## src/rtl/qbio_port.sv

```systemverilog
module qbio_port #(
  parameter int W = 8,
  localparam int SW = $clog2(W)
) (
  input  logic          clk,
  input  logic          rst_n,
  input  logic          od_mode,
  input  logic          wr_byte,
  input  logic [W-1:0]  wr_data,
  input  logic          bit_set,
  input  logic          bit_clr,
  input  logic [SW-1:0] bit_sel,
  input  logic          rmw_en,
  input  logic [2:0]    rmw_op,
  input  logic [W-1:0]  rmw_arg,
  input  logic          rd_pin,
  input  logic          rd_latch,
  output logic [W-1:0]  rd_data,
  input  logic [W-1:0]  pad_in,
  output logic [W-1:0]  pad_oe,
  output logic [W-1:0]  pad_out,
  output logic [W-1:0]  pad_pu
);
  logic [W-1:0] lat, nxt, s1, s2;

  always_comb begin
    nxt = lat;
    if (wr_byte) nxt = wr_data;
    else if (rmw_en) begin
      case (rmw_op)
        3'd0: nxt = lat & rmw_arg;
        3'd1: nxt = lat | rmw_arg;
        3'd2: nxt = lat ^ rmw_arg;
        3'd3: nxt = lat + 1'b1;
        3'd4: nxt = lat - 1'b1;
        3'd5: nxt = ~lat;
        default: nxt = lat;
      endcase
    end
    else if (bit_set) nxt[bit_sel] = 1'b1;
    else if (bit_clr) nxt[bit_sel] = 1'b0;
  end

  always_ff @(posedge clk or negedge rst_n)
    if (!rst_n) begin
      lat <= '1;
      s1 <= '0;
      s2 <= '0;
      rd_data <= '0;
    end else begin
      lat <= nxt;
      s1 <= pad_in;
      s2 <= s1;
      if (rd_latch) rd_data <= lat;
      else if (rd_pin) rd_data <= s2;
    end

  assign pad_oe  = ~lat;
  assign pad_out = lat;
  assign pad_pu  = od_mode ? '0 : lat;
endmodule


```

## config.mk

```make
export PLATFORM = sky130hd
export DESIGN_NAME = qbio_port
export DESIGN_NICKNAME = d
export VERILOG_FILES = /design/src/rtl/qbio_port.sv
export SDC_FILE = /design/constraint.sdc
export NUM_CORES = 1
export LEC_CHECK = 0
export ABC_CLOCK_PERIOD_IN_PS = 5100
export BUFFER_PORTS_ARGS = -buffer_cell sky130_fd_sc_hd__buf_2
export CAP_MARGIN = 40
export CORE_ASPECT_RATIO = 1.5
export CORE_MARGIN = 2
export CORE_UTILIZATION = 50
export DETAILED_ROUTE_END_ITERATION = 16
export GPL_TIMING_DRIVEN = 0
export PLACE_DENSITY = 0.78
export SLEW_MARGIN = 25
export SYNTH_ARGS = -nofsm -noshare
export SYNTH_HDL_FRONTEND = slang
export SYNTH_SLANG_ARGS = --single-unit
export TNS_END_PERCENT = 5
```

## constraint.sdc

```tcl
create_clock -name clk -period 5.1 [get_ports clk]
set_input_delay 0.255 -clock clk [delete_from_list [all_inputs] [get_ports clk]]
set_output_delay 0.255 -clock clk [all_outputs]
set_load 0.03 [all_outputs]
```

==> flow_summary.ini <==
[status]
outcome = finished, final reports clean

[global_routing]
met2_usage = 0.434
grt_max_degree = 33
grt_busiest_layer = met2
grt_pass1_wl_um = 9670
grt_overflow = 0
antenna_found_initial = 0
use_met3 = 0.0401
grt_usage = 0.245
grt_use_met1 = 0.298
grt_pass1_vias = 2110

[cells_and_area]
diodes = 0
final_common_cell = buf_2
syn2layout_area_growth_pct = 21.9
drive_gt1_frac = 0.284
most-common-layout-cells = buf_2, o21ai_0, dfrtp_1, a21oi_1
fin_nets = 393

[synthesis]
synth_edf_count = 0
ys_seq_area_frac = 0.353
synth_fa_ha_area_frac = 0.0926
ys_warn_count = 0
synth_top_family_by_area = compound AO/OA/AOI/OAI gates
synth-simple-area-share = 0.172
netlist_instances = 263
avgSynthCellArea_sq_um = 8.73
synth_xor_area_frac = 0.0191
post_synth_mux_area_share = 0.0490
synth_ff_type = dfrtp_1
ys_types = 56
netlist_area_sq_um = 2300
syn_nets = 319
async_reset_ff_frac = 1.00
yosys_register_bits = 32
synth_compound_area_frac = 0.241

[setup_path]
critPathCaptureType = flip-flop
cpPeakStageDelay_ns = 0.55
critPathKind = flip-flop to flip-flop
critPathSlowestCell = dfstp_2
path_cells = clkbuf_1, inv_1, xnor2_1, ha_1, or4_1, mux2i_1, xnor2_1, a21oi_1, o22ai_1
r2r_cells = 9
required_ns = 5.30
path_common_cell = xnor2_1
start_kind = flip-flop
crit_fanout = 9
worstPathArrival_ns = 2.78

[route]
drt_iter0_drc = 121
post_drt_wl_per_cell_um = 15.8
vias = 2245
dr.pass1.iters = 4
ant_nets = 0
wirelength_um = 6090
vias_per_cell = 5.82
drc_errors = 0

[floorplan]
core-area_sq_um = 4470
ios = 71
die_y_um = 87.0
die_area_sq_um = 5160
rows = 30
initial_core_util = 0.514
die_w_um = 59.3

[timing]
final_max_slew_viol_count = 0
clock_skew_ns = 0.0101
hold-worst-slack_ns = 0.0110
final_hold_viol_count = 0
maxSlewHeadroom = 0.529
max_freq_ghz = 0.388
tightest_slew_ns = 0.707
rsz0062_at_grt = no
min_period_ns = 2.58
setup_tns_ns = 0
setup_viol = 0
fin_crit_sh = 0.505

[clock_network]
root_buffer = clkbuf_8
numCtsBuffers = 5
htree_levels = 2
path_clk_slew_ns = 0.07
cts_tree = built
cts_setup_buffers = 0
cts-hold-fix-buffers = 0
clock-sinks = 32
cts_resized = 0
max-clock-path-buffers = 2
worst_skew_pair.late_latency_ns = 0.29

[power]
p_total_uw = 857
leakage_uw = 0.00135
irDropWorstVdd_uv = 212
powerDensity_nw_per_um2 = 306

[place]
port_buffers = 67
dp_hpwl_um = 4630
routabilityCongestion = 0.934

[job]
maxCapViolations = 0

[hold_path]
hold_path_class = primary input to async pin
## critical path: cells and delay by family (launching register included)
family / cells / cell delay, ns
flops: 1 / 0.55
buf+inv: 2 / 0.52
xor+xnor: 2 / 0.26
fa+ha+maj: 1 / 0.28
compound gates: 2 / 0.31
mux: 1 / 0.16
simple gates: 1 / 0.41
## final cells by class
class	instances	area, sq um
Buffer	20	101
Clock buffer	6	72.6
Clock inverter	2	35.0
Fill cell	400	1670
Inverter	18	67.6
Multi-Input combinational cell	193	1320
Sequential cell	32	811
Tap cell	48	60.1
Timing Repair Buffer	67	335
## metal layers
metal / share of wire / vias up
met1: 0.41 / 1077
met4: 0.012 / 0
met2: 0.54 / 70
met3: 0.035 / 6
met5: 0 / -
li1: - / 1092
## cells by family (layout without fill, tap and decap cells)
kind of cell | Yosys count | after routing
buffers and inverters | 38 | 113
muxes | 10 | 10
adders and majority gates | 17 | 17
AOI/OAI and AO/OA | 85 | 85
and+or+nand+nor | 76 | 76
xor gates and xnor gates | 5 | 5
DFF | 32 | 32
## report_power, final
part	total [uW]	internal (uW)	switching, uW	leakage [uW]
logic	308	104	204	0.000924
registers	311	288	23.4	0.000368
clock network	237	145	92.5	0.0000552
total	857	536	320	0.00135
## path summary, 6_finish.rpt
| path | to | slack, ns |
|---|---|---|
| setup / recovery | flip-flop | 2.52 |
| hold / removal | s2[6]$_DFF_PN0_ | 0.01 |
| setup reg to reg | flip-flop | 2.52 |
| hold reg to reg | s2[7]$_DFF_PN0_ | 0.35 |
| max in group asynchronous | s2[5]$_DFF_PN0_ | 4.63 |
| min in group clk | s1[4]$_DFF_PN0_ | 0.07 |
## synthesized netlist by cell type (3+ instances only)
library cell | number | share of area
a211oi_1 | 3 | 0.0098
a21o_1 | 4 | 0.013
a21oi_1 | 21 | 0.046
and3_1 | 3 | 0.0082
buf_2 | 5 | 0.011
clkbuf_1 | 12 | 0.020
dfrtp_1 | 24 | 0.26
dfstp_2 | 8 | 0.092
ha_1 | 17 | 0.093
inv_1 | 18 | 0.029
mux2i_1 | 9 | 0.039
nand2_1 | 18 | 0.029
nand2b_1 | 3 | 0.0082
nand3_1 | 5 | 0.011
nor2_1 | 18 | 0.029
nor2b_1 | 8 | 0.022
o211ai_1 | 4 | 0.013
o21ai_0 | 25 | 0.054
o221ai_1 | 6 | 0.023
o22ai_1 | 4 | 0.011
or2_1 | 3 | 0.0082
or3_1 | 3 | 0.0082
xnor2_1 | 5 | 0.019
## through the flow
stage	utilization	instance area (sq um)	cells	setup slack, ns
after floorplan	-	2300	263	2.62
after global placement	0.603	2690	378	2.56
after detailed placement	0.603	2690	378	2.58
after CTS	0.627	2800	386	2.54
after global routing	0.627	2800	386	2.39
final	0.627	2800	386	2.52
(Power assumes the default switching activity.)
